## src/rtl/tdm_rx_pkg.sv

```systemverilog
package tdm_rx_pkg;

    localparam int NUM_SLOTS = 32;
    localparam int T1_SLOTS  = 24;
    localparam int OCT_W     = 8;
    localparam int SLOT_W    = $clog2(NUM_SLOTS);
    localparam int BIT_W     = $clog2(OCT_W);
    localparam int POS_W     = $clog2(NUM_SLOTS * OCT_W);

    typedef struct packed {
        logic [NUM_SLOTS-1:0] map;
        logic                 t1;
        logic                 fp_low;
        logic                 fall;
    } rx_cfg_t;

    typedef struct packed {
        logic ev;
        logic d;
        logic fp;
    } line_smp_t;

    typedef struct packed {
        logic              fr_bit;
        logic [SLOT_W-1:0] slot;
        logic [BIT_W-1:0]  bidx;
    } slot_pos_t;

    typedef struct packed {
        logic              valid;
        logic              take;
        logic              d;
        logic [SLOT_W-1:0] slot;
        logic [BIT_W-1:0]  bidx;
        logic              restart;
    } rx_bit_t;

    function automatic logic [POS_W-1:0] frame_last(input logic t1);
        return t1 ? POS_W'(T1_SLOTS * OCT_W) : POS_W'(NUM_SLOTS * OCT_W - 1);
    endfunction

    function automatic slot_pos_t decode_pos(input logic [POS_W-1:0] pos, input logic t1);
        slot_pos_t        r;
        logic [POS_W-1:0] p;
        p        = t1 ? (pos - POS_W'(1)) : pos;
        r.fr_bit = t1 && (pos == '0);
        r.slot   = p[POS_W-1:BIT_W];
        r.bidx   = p[BIT_W-1:0];
        return r;
    endfunction

endpackage

```

## src/rtl/tdm_rx_edge.sv

```systemverilog
module tdm_rx_edge
    import tdm_rx_pkg::*;
#(
    parameter int SYNC_STAGES = 1
) (
    input  logic      clk,
    input  logic      rst,
    input  logic      line_clk,
    input  logic      line_fp,
    input  logic      line_data,
    input  logic      use_fall,
    input  logic      fp_low,
    output line_smp_t smp
);

    logic [SYNC_STAGES-1:0] clk_sr;
    logic [SYNC_STAGES-1:0] fp_sr;
    logic [SYNC_STAGES-1:0] dat_sr;
    logic                   clk_prev;
    logic                   clk_now;

    generate
        if (SYNC_STAGES == 1) begin : g_one
            always_ff @(posedge clk) begin
                if (rst) begin
                    clk_sr <= '0;
                    fp_sr  <= '0;
                    dat_sr <= '0;
                end else begin
                    clk_sr <= line_clk;
                    fp_sr  <= line_fp;
                    dat_sr <= line_data;
                end
            end
        end else begin : g_many
            always_ff @(posedge clk) begin
                if (rst) begin
                    clk_sr <= '0;
                    fp_sr  <= '0;
                    dat_sr <= '0;
                end else begin
                    clk_sr <= {clk_sr[SYNC_STAGES-2:0], line_clk};
                    fp_sr  <= {fp_sr[SYNC_STAGES-2:0], line_fp};
                    dat_sr <= {dat_sr[SYNC_STAGES-2:0], line_data};
                end
            end
        end
    endgenerate

    assign clk_now = clk_sr[SYNC_STAGES-1];

    always_ff @(posedge clk) begin
        if (rst) clk_prev <= 1'b0;
        else     clk_prev <= clk_now;
    end

    always_comb begin
        smp.ev = use_fall ? (clk_prev && !clk_now) : (clk_now && !clk_prev);
        smp.d  = dat_sr[SYNC_STAGES-1];
        smp.fp = fp_sr[SYNC_STAGES-1] ^ fp_low;
    end

    AST_EVENT_SPACED: assert property (@(posedge clk) disable iff (rst)
        smp.ev |=> !smp.ev) else $error("sample events back to back");

endmodule

```

## src/rtl/tdm_rx_framer.sv

```systemverilog
module tdm_rx_framer
    import tdm_rx_pkg::*;
(
    input  logic      clk,
    input  logic      rst,
    input  line_smp_t smp,
    input  rx_cfg_t   cfg_i,
    output rx_cfg_t   act_cfg,
    output rx_bit_t   bev,
    output logic      aligned,
    output logic      slip
);

    rx_cfg_t          act_q;
    rx_cfg_t          eff;
    logic [POS_W-1:0] pos_q;
    logic [POS_W-1:0] pos_d;
    logic             aligned_q;
    logic             slip_q;
    logic             at_end;
    logic             fp_hit;
    logic             boundary;
    logic             slip_now;
    logic             now_aligned;
    slot_pos_t        dec;

    always_comb begin
        at_end      = (pos_q == frame_last(act_q.t1));
        fp_hit      = smp.ev && smp.fp;
        boundary    = fp_hit || (smp.ev && aligned_q && at_end);
        slip_now    = fp_hit && aligned_q && !at_end;
        now_aligned = aligned_q || fp_hit;
        if (fp_hit || at_end) pos_d = '0;
        else                  pos_d = pos_q + POS_W'(1);
        eff         = boundary ? cfg_i : act_q;
        dec         = decode_pos(pos_d, eff.t1);
        bev.valid   = smp.ev && now_aligned;
        bev.take    = !dec.fr_bit && eff.map[dec.slot];
        bev.d       = smp.d;
        bev.slot    = dec.slot;
        bev.bidx    = dec.bidx;
        bev.restart = slip_now;
    end

    always_ff @(posedge clk) begin
        if (rst) begin
            pos_q     <= '0;
            aligned_q <= 1'b0;
            slip_q    <= 1'b0;
            act_q     <= cfg_i;
        end else begin
            slip_q <= slip_now;
            if (smp.ev && now_aligned) pos_q <= pos_d;
            aligned_q <= now_aligned;
            if (!aligned_q || boundary) act_q <= cfg_i;
        end
    end

    assign act_cfg = act_q;
    assign aligned = aligned_q;
    assign slip    = slip_q;

    AST_POS_IN_FRAME: assert property (@(posedge clk) disable iff (rst)
        pos_q <= frame_last(act_q.t1)) else $error("frame position past end");
    AST_LOCK_STICKY: assert property (@(posedge clk) disable iff (rst)
        aligned_q |=> aligned_q) else $error("alignment lost");
    AST_SLIP_KEEPS_LOCK: assert property (@(posedge clk) disable iff (rst)
        slip_q |-> aligned_q) else $error("slip without alignment");
    AST_SLIP_PULSE: assert property (@(posedge clk) disable iff (rst)
        slip_q |=> !slip_q) else $error("slip flag longer than a cycle");

endmodule

```

## src/rtl/tdm_rx_packer.sv

```systemverilog
module tdm_rx_packer
    import tdm_rx_pkg::*;
(
    input  logic              clk,
    input  logic              rst,
    input  rx_bit_t           bev,
    output logic              oct_valid,
    output logic [OCT_W-1:0]  oct_data,
    output logic [SLOT_W-1:0] oct_slot
);

    logic [OCT_W-1:0] sh_q;
    logic [OCT_W-1:0] sh_next;
    logic             shift_en;
    logic             done;

    always_comb begin
        shift_en = bev.valid && bev.take;
        sh_next  = {sh_q[OCT_W-2:0], bev.d};
        done     = shift_en && (bev.bidx == BIT_W'(OCT_W - 1));
    end

    always_ff @(posedge clk) begin
        if (rst) begin
            sh_q      <= '0;
            oct_valid <= 1'b0;
            oct_data  <= '0;
            oct_slot  <= '0;
        end else begin
            oct_valid <= done;
            if (bev.restart && !shift_en) sh_q <= '0;
            else if (shift_en)            sh_q <= sh_next;
            if (done) begin
                oct_data <= sh_next;
                oct_slot <= bev.slot;
            end
        end
    end

    AST_ONE_CYCLE_VALID: assert property (@(posedge clk) disable iff (rst)
        oct_valid |=> !oct_valid) else $error("octet strobe too long");

endmodule

```

## src/rtl/tdm_rx_slot_extractor.sv

```systemverilog
module tdm_rx_slot_extractor
    import tdm_rx_pkg::*;
#(
    parameter int SYNC_STAGES = 1
) (
    input  logic                 clk,
    input  logic                 rst,
    input  logic                 line_clk,
    input  logic                 line_fp,
    input  logic                 line_data,
    input  logic [NUM_SLOTS-1:0] cfg_map,
    input  logic                 cfg_t1_mode,
    input  logic                 cfg_fp_active_low,
    input  logic                 cfg_sample_falling,
    output logic                 oct_valid,
    output logic [OCT_W-1:0]     oct_data,
    output logic [SLOT_W-1:0]    oct_slot,
    output logic                 frame_aligned,
    output logic                 frame_slip
);

    rx_cfg_t   cfg_in;
    rx_cfg_t   act_cfg;
    line_smp_t smp;
    rx_bit_t   bev;

    always_comb begin
        cfg_in.map    = cfg_map;
        cfg_in.t1     = cfg_t1_mode;
        cfg_in.fp_low = cfg_fp_active_low;
        cfg_in.fall   = cfg_sample_falling;
    end

    tdm_rx_edge #(.SYNC_STAGES(SYNC_STAGES)) i_edge (
        .clk      (clk),
        .rst      (rst),
        .line_clk (line_clk),
        .line_fp  (line_fp),
        .line_data(line_data),
        .use_fall (act_cfg.fall),
        .fp_low   (act_cfg.fp_low),
        .smp      (smp)
    );

    tdm_rx_framer i_framer (
        .clk    (clk),
        .rst    (rst),
        .smp    (smp),
        .cfg_i  (cfg_in),
        .act_cfg(act_cfg),
        .bev    (bev),
        .aligned(frame_aligned),
        .slip   (frame_slip)
    );

    tdm_rx_packer i_packer (
        .clk      (clk),
        .rst      (rst),
        .bev      (bev),
        .oct_valid(oct_valid),
        .oct_data (oct_data),
        .oct_slot (oct_slot)
    );

    AST_QUIET_UNTIL_LOCK: assert property (@(posedge clk) disable iff (rst)
        oct_valid |-> frame_aligned) else $error("octet before alignment");
    AST_T1_SLOT_LIMIT: assert property (@(posedge clk) disable iff (rst)
        (oct_valid && act_cfg.t1) |-> (oct_slot < SLOT_W'(T1_SLOTS))) else $error("slot above 23 in 24-slot format");

endmodule

```

## config.mk

```make
export PLATFORM = sky130hd
export DESIGN_NAME = tdm_rx_slot_extractor
export DESIGN_NICKNAME = d
export VERILOG_FILES = /design/src/rtl/tdm_rx_pkg.sv /design/src/rtl/tdm_rx_edge.sv /design/src/rtl/tdm_rx_framer.sv /design/src/rtl/tdm_rx_packer.sv /design/src/rtl/tdm_rx_slot_extractor.sv
export SDC_FILE = /design/constraint.sdc
export NUM_CORES = 1
export LEC_CHECK = 0
export ABC_AREA = 1
export BUFFER_PORTS_ARGS = -buffer_cell sky130_fd_sc_hd__buf_4
export CELL_PAD_IN_SITES_DETAIL_PLACEMENT = 1
export CELL_PAD_IN_SITES_GLOBAL_PLACEMENT = 2
export CORE_ASPECT_RATIO = 0.75
export CORE_MARGIN = 3
export CORE_UTILIZATION = 38
export CTS_BUF_LIST = sky130_fd_sc_hd__clkbuf_4 sky130_fd_sc_hd__clkbuf_8
export DETAILED_ROUTE_END_ITERATION = 12
export MAX_ROUTING_LAYER = met4
export PLACE_DENSITY = 0.9
export SETUP_SLACK_MARGIN = 0.5
export SLEW_MARGIN = 40
export SYNTH_ARGS = -nofsm -noshare
export SYNTH_HDL_FRONTEND = slang
export SYNTH_SLANG_ARGS = --single-unit
```

## constraint.sdc

```tcl
create_clock -name clk -period 6.33 [get_ports clk]
set_input_delay 0 -clock clk [delete_from_list [all_inputs] [get_ports clk]]
set_output_delay 0 -clock clk [all_outputs]
set_load 0.02 [all_outputs]
```

==> results of run 1 <==
[per-layer routing]
layer | GRT usage [%] | share of wire [%] | up-vias
met5 | - | 0 | -
met1 | 28.0 | 49 | 1622
met2 | 30.6 | 46 | 55
li1 | - | - | 1727
met4 | 5.60 | 1.4 | 0
met3 | 4.46 | 4.1 | 15
[state kept, by name, indices dropped and copies added (netlist names)]
| signal | flops |
|---|---|
| i_edge.clk_now | 1 |
| i_edge.clk_prev | 1 |
| i_edge.dat_sr | 1 |
| i_edge.fp_sr | 1 |
| i_framer.act_cfg | 35 |
| i_framer.aligned | 1 |
| i_framer.pos_q | 8 |
| i_framer.slip | 1 |
| i_packer.oct_data | 8 |
| i_packer.oct_slot | 5 |
| i_packer.oct_valid | 1 |
| i_packer.sh_q | 7 |
[cells by family after synthesis]
logic type	count (synthesis)	share of synthesized area, %
flip-flops	70	46.3
XOR/XNOR	6	1.39
adder cells (fa/ha/maj)	3	0.992
buffers and inverters	71	7.87
AO/OA/AOI/OAI	47	6.51
multiplexers	9	2.38
AND/OR/NAND/NOR	258	34.6
[path summary, 6_finish.rpt]
path	cells past startpoint	slack (ns)	start	endpoint
min	2	0.36	cfg_map[28]	i_framer.act_cfg[31]$_DFFE_PP_
max	18	2.55	i_framer.act_cfg[1]$_DFFE_PP_	i_packer.oct_data[5]$_SDFFE_PP0P_
max reg2reg	18	2.55	i_framer.act_cfg[1]$_DFFE_PP_	i_packer.oct_data[5]$_SDFFE_PP0P_
min reg2reg	2	0.46	i_edge.clk_now$_SDFF_PP0_	i_edge.clk_prev$_SDFF_PP0_
[report_power, final]
group	internal, uW	switching [uW]	leakage (uW)
Combinational	81.5	123	0.00153
Sequential	497	10.8	0.000652
Clock	228	192	0.000117
[stage by stage]
stage                     instances  hold WS, ns  util [%]
after floorplan                 464       0.0989         -
after global placement          631        0.184      45.5
after detailed placement        631        0.180      45.7
after CTS                       689        0.329      52.6
after global routing            689        0.343      52.6
final                           689        0.358      52.6
[placed cells by master (no fill, tap or decap), types with 2 or more instances in the layout]
| master | Yosys | final |
|---|---|---|
| inv_6 | 0 | 2 |
| ha_1 | 3 | 3 |
| xor2_1 | 6 | 6 |
| nand4_4 | 2 | 2 |
| inv_1 | 45 | 44 |
| nand3_1 | 69 | 68 |
| nand2_2 | 7 | 6 |
| o21ai_0 | 23 | 23 |
| nand3_2 | 3 | 3 |
| o21ai_1 | 3 | 3 |
| nor2_4 | 2 | 2 |
| buf_4 | 5 | 55 |
| mux2i_1 | 9 | 9 |
| a21oi_1 | 17 | 17 |
| inv_2 | 10 | 10 |
| dfxtp_1 | 35 | 35 |
| nand2_4 | 6 | 7 |
| nand3b_1 | 7 | 7 |
| nor2_2 | 3 | 3 |
| nand2_1 | 117 | 117 |
| nand4_1 | 7 | 7 |
| bufinv_16 | 0 | 2 |
| clkbuf_8 | 0 | 9 |
| nor2_1 | 27 | 27 |
| edfxtp_1 | 35 | 35 |
| nand3_4 | 2 | 3 |
| dlygate4sd3_1 | 0 | 42 |
[cell usage after synthesis, drive strengths merged]
library cell / count / area, sq um
a21oi: 18 / 93.8
and3: 1 / 6.26
buf: 10 / 68.8
clkbuf: 6 / 22.5
dfxtp: 35 / 701
edfxtp: 35 / 1050
ha: 3 / 37.5
inv: 55 / 206
mux2i: 9 / 90.1
nand2: 131 / 571
nand3: 74 / 410
nand3b: 7 / 52.6
nand4: 9 / 86.3
nor2: 33 / 163
nor3: 2 / 15.0
o211ai: 1 / 7.51
o21ai: 27 / 139
o22ai: 1 / 6.26
or2: 1 / 6.26
xor2: 6 / 52.6
[repair_timing]
action,CTS,global route
hold endpoints to repair,49,0
hold buffers,42,0
endpoints found under the setup margin,0,0
[layout make-up]
cell class              instances  area (sq um)  share of cell area, %
well taps                     128           160                   3.25
multi-input cells             323          1750                   35.6
repair buffers                 97           833                   16.9
flip-flops and latches         70          1750                   35.5
clock inverters                 7           104                   2.11
inverters                      55           206                   4.18
clock buffers                   9           124                   2.51
==> reports/metrics.yaml, run 1 <==
logic_synthesis:
  avgSynthCellArea_sq_um: 8.16
  synthCells: 464
  yosysSeqAreaShare_pct: 46.3
  synth-seq-cells: 70
  syn_nets: 507
  synth_area_sq_um: 3790
  ys_types: 36
  ys_warn_count: 0
timing:
  rsz0062_at_grt: "false"
  finalMaxSlewViolations: 0
  slew_headroom_pct: 50.0
  post-route-min-period_ns: 3.78
  clock_skew_ns: 0.0107
  worstMarginPinSlew_ns: 0.745
  layout_setup_ws_ns: 2.55
  max_freq_mhz: 264
  final.setup.tns_ns: 0
  setup_viol: 0
  hold_viol: 0
  min_period_over_period_pct: 59.8
routing:
  dr_total_vias: 3419
  ant_nets: 0
  drc: 0
  wl_per_cell_microns: 15.0
  drtIter0Drc: 198
  routed_wl_mm: 10.3
  drtPass1Iterations: 4
  vias_per_cell: 4.96
hold_path:
  min_path_type: "input port to flip-flop"
worst_setup_path:
  critPathMaxStageDelay_ns: 0.49
  cp_common_cell: "nand2_1"
  cp.arrival_ns: 4.10
  worst_ep_required_time_ns: 6.65
  crit_family: "simple AND/OR/NAND/NOR gates"
  criticalPathCategory: "flip-flop to flip-flop"
  crit_fanout: 49
  crit_buf_inv: 0
  crit_chain: "xor2_1, nand2_2, nand2_4, nand2_4, nand2_2, nand2_4, nand4_4, nor2_2, nand2_1, nand2_1, nand3_1, nand3_1, nand2_1, nand2_2, nand4_4, nor2_8, nand2_1, nand2_1"
  critPathLaunchType: "flip-flop"
  worstSetupEndpointType: "flip-flop"
  crit_slowest_cell: "nand2_4"
finish:
  num_antenna_cells: 0
  final_nets: 599
  fill_cells: 1128
  design_area_sq_um: 4930
  area_delta_synth_final_pct: 30.3
  layout-drive-gt1-share_pct: 20.0
clocking:
  clkLatencyLatePin_ns: 0.37
  cts_tree: "done"
  clockBufferDepth: 2
  cts_max_level: 3
  post_cts_buffers: 0
  post_cts_resized: 0
  cts_sinks: 70
  clkTransAtPathRegs_ns: 0.08
  root_buffer: "clkbuf_8"
  cts_buffers: 9
global_route:
  grt_pass1_vias: 3509
  antenna_found_initial: 0
  grt_pass1_wl_mm: 17.7
  grt.overflow.total: 0
  grt_use_total_pct: 20.4
  grt_max_degree: 50
place:
  hpwl_mm: 7.32
  dpl-instance-area_sq_um: 4290
  post-place-ws_ns: 2.51
  gp_congestion: 0.921
  port_buffers: 55
power_and_ir_drop:
  power_uw: 1130
  p_leak_uw: 0.00230
  ir_drop_v: 0.000134
  p_per_area_nw_per_um2: 230
flow_run:
  maxCapViolCount: 0
floorplanning:
  core_sq_um: 9380
  start_util_pct: 40.3
  dieArea_sq_um: 11200
  dieWidth_microns: 121
  ioPinCount: 56
  rows: 30
  dieHeight_microns: 92.4
outcome:
  status: "finished, final reports clean"
Note: power is estimated with default switching activity, not from simulation.
==> run 2, diff against run 1 <==
--- a/config.mk
+++ b/config.mk
@@ -5,7 +5,7 @@
 export SDC_FILE = /design/constraint.sdc
 export NUM_CORES = 1
 export LEC_CHECK = 0
-export ABC_AREA = 1
+export ABC_AREA = 0
 export BUFFER_PORTS_ARGS = -buffer_cell sky130_fd_sc_hd__buf_4
 export CELL_PAD_IN_SITES_DETAIL_PLACEMENT = 1
 export CELL_PAD_IN_SITES_GLOBAL_PLACEMENT = 2
@@ -15,7 +15,7 @@
 export CTS_BUF_LIST = sky130_fd_sc_hd__clkbuf_4 sky130_fd_sc_hd__clkbuf_8
 export DETAILED_ROUTE_END_ITERATION = 12
 export MAX_ROUTING_LAYER = met4
-export PLACE_DENSITY = 0.9
+export PLACE_DENSITY = 0.84
 export SETUP_SLACK_MARGIN = 0.5
 export SLEW_MARGIN = 40
 export SYNTH_ARGS = -nofsm -noshare
==> constraint.sdc (replaced) <==
create_clock -name clk -period 3.6 [get_ports clk]
set_input_delay 0 -clock clk [delete_from_list [all_inputs] [get_ports clk]]
set_output_delay 0 -clock clk [all_outputs]
set_load 0.02 [all_outputs]
==> run 2 against run 1 <==
  * Die area grew 8.0%
  * Fmax grew 13%
  * Routed wire length grew 43%
  * Global-route usage grew 4.6 points
  * Sequential share of layout area shrank 6.7 points
  * Largest cell class unchanged
  * Total power grew 65%
==> reports/metrics.yaml, run 2 <==
global_route:
  grt_pass1_wl_mm: 22.7  # was 17.7 mm
  grt_use_total_pct: 25.0  # was 20.4%
  antenna_found_initial: 0  # unchanged
  grt_pass1_vias: 4041  # was 3509
  grt_max_degree: 40  # was 50
  grt.overflow.total: 0  # unchanged
finish:
  fill_cells: 1148  # was 1128
  layout_common_cells: "115 x buf_4, 39 x nand2_1, 38 x dlygate4sd3_1, 35 x edfxtp_1, 31 x nor2_1"  # was 117 x nand2_1, 68 x nand3_1, 55 x buf_4, 44 x inv_1, 42 x dlygate4sd3_1
  final_common_cell: "buf_4"  # was nand2_1
  layout-drive-gt1-share_pct: 39.1  # was 20.0%
  num_antenna_cells: 0  # unchanged
  area_delta_synth_final_pct: 49.2  # was 30.3%
  largest_reg_flops: 35  # unchanged
  final_nets: 611  # was 599
  final_util_pct: 58.9  # was 52.6%
floorplanning:
  rows: 32  # was 30
  start_util_pct: 39.4  # was 40.3%
  core_sq_um: 10400  # was 9380 sq um
  dieWidth_microns: 126  # was 121 microns
  ioPinCount: 56  # unchanged
  dieArea_sq_um: 12100  # was 11200 sq um
  dieHeight_microns: 96.0  # was 92.4 microns
timing:
  setup_viol: 0  # unchanged
  post-route-min-period_ns: 3.35  # was 3.78 ns
  final.setup.tns_ns: 0  # unchanged
  slew_headroom_pct: 61.5  # was 50.0%
  hold_viol: 0  # unchanged
  clock_skew_ns: 0.0165  # was 0.0107 ns
  whs_ns: 0.0501  # was 0.358 ns
  max_freq_mhz: 298  # was 264 MHz
  min_period_over_period_pct: 93.1  # was 59.8%
  rsz0062_at_grt: "true"  # was false
  worstMarginPinSlew_ns: 0.574  # was 0.745 ns
  finalMaxSlewViolations: 0  # unchanged
routing:
  dr_total_vias: 3952  # was 3419
  drtIter0Drc: 275  # was 198
  routed_wl_mm: 14.7  # was 10.3 mm
  wl_per_cell_microns: 20.8  # was 15.0 microns
  vias_per_cell: 5.57  # was 4.96
  drtPass1Iterations: 4  # unchanged
  ant_nets: 0  # unchanged
  drc: 0  # unchanged
clocking:
  cts_sinks: 70  # unchanged
  root_buffer: "clkbuf_8"  # unchanged
  cts_max_level: 3  # unchanged
  cts_buffers: 9  # unchanged
  clockBufferDepth: 2  # unchanged
  clkTransAtPathRegs_ns: 0.08  # about the same
  clkLatencyLatePin_ns: 0.36  # was 0.37 ns
  cts_tree: "done"  # unchanged
logic_synthesis:
  synth_area_sq_um: 4110  # was 3790 sq um
  synth_top_area_share_pct: 25.6  # was 27.8%
  synth-seq-cells: 70  # unchanged
  yosysSeqAreaShare_pct: 42.7  # was 46.3%
  synth.most_common_cell: "nand2_1"  # unchanged
  ys_warn_count: 0  # unchanged
  synth_edf_count: 35  # unchanged
  synthCells: 415  # was 464
  ys.flop_type: "edfxtp_1"  # unchanged
  synth_area_leader_cell: "edfxtp_1"  # unchanged
  synth.area.top_cells: "edfxtp_1 26%, dfxtp_1 17%, mux2i_1 6.1%"  # was edfxtp_1 28%, dfxtp_1 19%, nand2_1 12%
  syn_nets: 458  # was 507
  avgSynthCellArea_sq_um: 9.90  # was 8.16 sq um
  netlist_top_cells_count: "43 x nand2_1, 35 x dfxtp_1, 35 x edfxtp_1, 35 x nor2_1"  # was 117 x nand2_1, 69 x nand3_1, 45 x inv_1
  ys_types: 77  # was 36
  synthArstFlopShare_pct: 0  # unchanged
power_and_ir_drop:
  p_leak_uw: 0.00253  # was 0.00230 uW
  ir_drop_v: 0.000209  # was 0.000134 V
  p_per_area_nw_per_um2: 306  # was 230 nW/um^2
worst_setup_path:
  cp.arrival_ns: 3.61  # was 4.10 ns
  crit_fanout: 6  # was 49
  worstSetupEndpointType: "flip-flop"  # unchanged
  criticalPathCategory: "flip-flop to flip-flop"  # unchanged
  worst_ep_required_time_ns: 3.86  # was 6.65 ns
  critPathLaunchType: "flip-flop"  # unchanged
place:
  hpwl_mm: 9.99  # was 7.32 mm
  port_buffers: 55  # unchanged
  gp_congestion: 0.935  # was 0.921
hold_path:
  min_path_type: "input port to flip-flop"  # unchanged
outcome:
  status: "finished, final reports clean"  # unchanged
flow_run:
  maxCapViolCount: 0  # unchanged
-- run 2: final timing paths --
check	startpoint	to	slack, ns	cells past startpoint
hold reg to reg	i_packer.sh_q[6]$_SDFFE_PP0P_	i_packer.oct_data[7]$_SDFFE_PP0P_	0.49	2
setup / recovery	i_framer.pos_q[1]$_SDFFE_PP0P_	i_packer.oct_slot[4]$_SDFFE_PP0P_	0.25	13
hold / removal	rst	i_framer.aligned$_SDFF_PP0_	0.05	2
setup reg to reg	i_framer.pos_q[1]$_SDFFE_PP0P_	i_packer.oct_slot[4]$_SDFFE_PP0P_	0.25	13
-- run 2: per-stage QoR --
stage	std cells	instance area (sq um)	total power (uW)	setup slack [ns]
5_1_grt	709	6130	1940	0.0922
3_3_place_gp	629	4960	1130	0.161
3_5_place_dp	629	4960	1140	0.0602
4_1_cts	704	6000	1880	0.306
6_report	709	6130	1870	0.249
2_1_floorplan	415	4180	1030	0.0349
-- run 2: power by group --
part	switching [uW]	internal, uW	total, uW
combinational	156	160	316
clock	335	343	678
sequential	14.4	865	880
-- run 2: critical path, cell delays in order, from the launching register on --
cell and delay, ns:
dfxtp_2 0.42, ha_2 0.31, xnor2_2 0.19, nand2_1 0.15
buf_4 0.17, o22a_2 0.28, a211oi_2 0.27, nor4_1 0.08
buf_4 0.15, mux2_4 0.29, a221oi_4 0.36, nor4_4 0.10
nand2_4 0.16, mux2_4 0.31
-- run 2: kinds of logic after synthesis --
family / count (synthesis) / share of synthesized area, %
compound gates: 95 / 19.0
xor+xnor: 16 / 3.78
fa+ha+maj: 3 / 0.914
buf+inv: 25 / 3.20
flops: 70 / 42.7
mux: 32 / 8.10
simple gates: 174 / 22.3
-- run 2: area by class of cell --
class / count / area [sq um] / share of cell area [%]
inverter: 3 / 11.3 / 0.184
clock buffer: 10 / 138 / 2.25
clock inverter: 6 / 67.6 / 1.10
sequential: 70 / 1770 / 28.8
multi-input combinational: 320 / 2580 / 42.2
timing repair buffer: 164 / 1390 / 22.7
tap: 136 / 170 / 2.78
-- run 2: timing repair --
item	4_1_cts	5_1_grt
endpoints found under the hold margin	38	0
pin swaps	16	13
setup endpoints to repair	21	21
cloned	1	0
gates resized for setup	63	19
hold buffers	38	0
buffers inserted	20	5
-- run 2: per-layer routing --
layer	vias up	track usage, %	share of wire (%)	routed length, microns
met1	1968	33.7	47	6880
met2	110	39.9	46	6820
met4	0	5.54	0.94	139
met3	10	4.44	6.1	906
met5	-	-	0	0
li1	1864	-	-	-
==> run 3, diff against run 2 <==
--- a/config.mk
+++ b/config.mk
@@ -6,13 +6,14 @@
 export NUM_CORES = 1
 export LEC_CHECK = 0
 export ABC_AREA = 0
-export BUFFER_PORTS_ARGS = -buffer_cell sky130_fd_sc_hd__buf_4
+export BUFFER_PORTS_ARGS = -buffer_cell sky130_fd_sc_hd__buf_2
 export CELL_PAD_IN_SITES_DETAIL_PLACEMENT = 1
 export CELL_PAD_IN_SITES_GLOBAL_PLACEMENT = 2
 export CORE_ASPECT_RATIO = 0.75
 export CORE_MARGIN = 3
 export CORE_UTILIZATION = 38
 export CTS_BUF_LIST = sky130_fd_sc_hd__clkbuf_4 sky130_fd_sc_hd__clkbuf_8
+export CTS_CLUSTER_SIZE = 12
 export DETAILED_ROUTE_END_ITERATION = 12
 export MAX_ROUTING_LAYER = met4
 export PLACE_DENSITY = 0.84
==> constraint.sdc (replaced) <==
create_clock -name clk -period 3.8 [get_ports clk]
set_input_delay 0 -clock clk [delete_from_list [all_inputs] [get_ports clk]]
set_output_delay 0 -clock clk [all_outputs]
set_load 0.02 [all_outputs]
==> run 3 against run 2 <==
  * Global-route usage fell by 0.41 points
  * Via count fell by 0.35%
  * Worst hold slack barely moved
  * Sequential power fell by 5.3%
  * Fmax fell by 2.9%
  * Highest routed layer unchanged
==> reports/metrics.yaml, run 3 (same netlist as run 2, synthesis figures left out) <==
flow_run:
  maxCapViolCount: 0  # unchanged
global_route:
  grt_max_degree: 40  # unchanged
  grt_pass1_vias: 4122  # was 4041
  grt_use_total_pct: 24.6  # was 25.0%
  antenna_found_initial: 0  # unchanged
  grt.overflow.total: 0  # unchanged
  grt_pass1_wl_mm: 22.4  # was 22.7 mm
routing:
  wl_per_cell_microns: 20.8  # about the same
  drc: 0  # unchanged
  vias_per_cell: 5.66  # was 5.57
  drtPass1Iterations: 5  # was 4
  routed_wl_mm: 14.5  # was 14.7 mm
  dr_total_vias: 3938  # was 3952
  drtIter0Drc: 315  # was 275
  ant_nets: 0  # unchanged
finish:
  fill_cells: 1174  # was 1148
  largest_reg_flops: 35  # unchanged
  layout_common_cells: "55 x buf_2, 52 x buf_4, 40 x nand2_1, 37 x dlygate4sd3_1, 35 x edfxtp_1"  # was 115 x buf_4, 39 x nand2_1, 38 x dlygate4sd3_1, 35 x edfxtp_1, 31 x nor2_1
  final_util_pct: 55.8  # was 58.9%
  final_common_cell: "buf_2"  # was buf_4
  area_delta_synth_final_pct: 41.4  # was 49.2%
  seq_area_sq_um: 1770  # about the same
  num_antenna_cells: 0  # unchanged
  final_nets: 598  # was 611
  layout-drive-gt1-share_pct: 35.9  # was 39.1%
  multiInputGateArea_sq_um: 2520  # was 2580 sq um
worst_setup_path:
  critPathLaunchType: "flip-flop"  # unchanged
  cp.arrival_ns: 3.74  # was 3.61 ns
  worst_ep_required_time_ns: 4.09  # was 3.86 ns
  criticalPathCategory: "flip-flop to flip-flop"  # unchanged
  crit_fanout: 5  # was 6
  worstSetupEndpointType: "flip-flop"  # unchanged
timing:
  max_freq_mhz: 290  # was 298 MHz
  post-route-min-period_ns: 3.45  # was 3.35 ns
  whs_ns: 0.0502  # was 0.0501 ns
  setup_viol: 0  # unchanged
  finalMaxSlewViolations: 0  # unchanged
  clock_skew_ns: 0.00557  # was 0.0165 ns
  worstMarginPinSlew_ns: 0.677  # was 0.574 ns
  hold_viol: 0  # unchanged
  layout_setup_ws_ns: 0.351  # was 0.249 ns
  slew_headroom_pct: 54.9  # was 61.5%
  min_period_over_period_pct: 90.8  # was 93.1%
  rsz0062_at_grt: "true"  # unchanged
clocking:
  clockBufferDepth: 2  # unchanged
  cts_sinks: 70  # unchanged
  cts_max_level: 3  # unchanged
  root_buffer: "clkbuf_8"  # unchanged
  cts_tree: "done"  # unchanged
  cts_buffers: 9  # unchanged
  clkLatencyLatePin_ns: 0.36  # about the same
  clkTransAtPathRegs_ns: 0.09  # was 0.08 ns
floorplanning:
  start_util_pct: 39.4  # unchanged
  core_sq_um: 10400  # unchanged
  dieWidth_microns: 126  # unchanged
  ioPinCount: 56  # unchanged
  dieHeight_microns: 96.0  # unchanged
  rows: 32  # unchanged
  dieArea_sq_um: 12100  # unchanged
place:
  gp_congestion: 0.939  # was 0.935
  hpwl_mm: 9.59  # was 9.99 mm
  port_buffers: 55  # unchanged
  post-place-ws_ns: -0.125  # was 0.0602 ns
power_and_ir_drop:
  power_uw: 1710  # was 1870 uW
  ir_drop_v: 0.000231  # was 0.000209 V
  p_leak_uw: 0.00241  # was 0.00253 uW
  p_per_area_nw_per_um2: 295  # was 306 nW/um^2
outcome:
  status: "finished, final reports clean"  # unchanged
hold_path:
  min_path_type: "input port to flip-flop"  # unchanged
-- run 3: cell count changes in the layout (fill, tap and decap cells not counted), sizes merged --
| cell | previous run | this run |
|---|---|---|
| bufinv | 1 | 0 |
| clkinv | 3 | 0 |
| clkinvlp | 0 | 1 |
| buf | 126 | 113 |
| dlygate4sd3 | 38 | 37 |
| inv | 5 | 9 |
-- run 3: layout make-up --
cell class / instances / area share [%]
multi-input cells: 320 / 43.4
clock buffers: 9 / 2.13
inverters: 3 / 0.194
clock inverters: 7 / 1.03
flip-flops and latches: 70 / 30.5
repair buffers: 151 / 19.8
well taps: 136 / 2.93
-- run 3: where the power goes --
part	leakage [uW]	switching (uW)	internal [uW]
Sequential	0.000656	13.5	819
Clock	0.0000935	344	251
Combinational	0.00166	145	138
-- run 3: stage by stage --
step,instances,setup TNS [ns],instance area (sq um)
global placement,614,-5.63,4730
finish,696,0,5810
detailed placement,614,-1.15,4730
CTS,689,0,5640
floorplan,415,0,4180
global route,696,0,5810
-- run 3: critical path, stage by stage, from the launching register on --
cell       delay (ns)
dfxtp_4          0.40
nand4_4          0.12
or3_4            0.42
a21oi_4          0.27
or3_4            0.20
ha_4             0.15
o31ai_4          0.10
nor2_4           0.23
xnor2_4          0.20
mux2_4           0.36
a221oi_4         0.34
nor4_4           0.07
nand2_2          0.17
clkbuf_16        0.18
mux2i_1          0.19
-- run 3: metal layers --
layer	vias to the layer above	track usage, %	routed length, microns
met5	-	-	0
met4	0	6.52	193
met3	25	5.99	890
met2	128	37.4	6750
met1	1946	33.2	6640
li1	1839	-	-
-- run 3: path summary, 6_finish.rpt --
check | slack (ns) | depth (start not counted) | start | endpoint
setup / recovery | 0.35 | 14 | i_framer.pos_q[4]$_SDFFE_PP0P_ | i_packer.oct_data[0]$_SDFFE_PP0P_
hold / removal | 0.05 | 1 | cfg_t1_mode | i_framer.act_cfg[2]$_DFFE_PP_
setup reg to reg | 0.35 | 14 | i_framer.pos_q[4]$_SDFFE_PP0P_ | i_packer.oct_data[0]$_SDFFE_PP0P_
hold reg to reg | 0.48 | 2 | i_packer.oct_data[7]$_SDFFE_PP0P_ | i_packer.oct_data[7]$_SDFFE_PP0P_
-- run 3: what timing repair did --
item,in CTS,in global routing
setup buffers,22,6
pin swaps,16,20
gates resized for setup,40,23
endpoints found under the hold margin,37,0
endpoints found under the setup margin,21,21
gates cloned,0,1
hold buffers,37,0
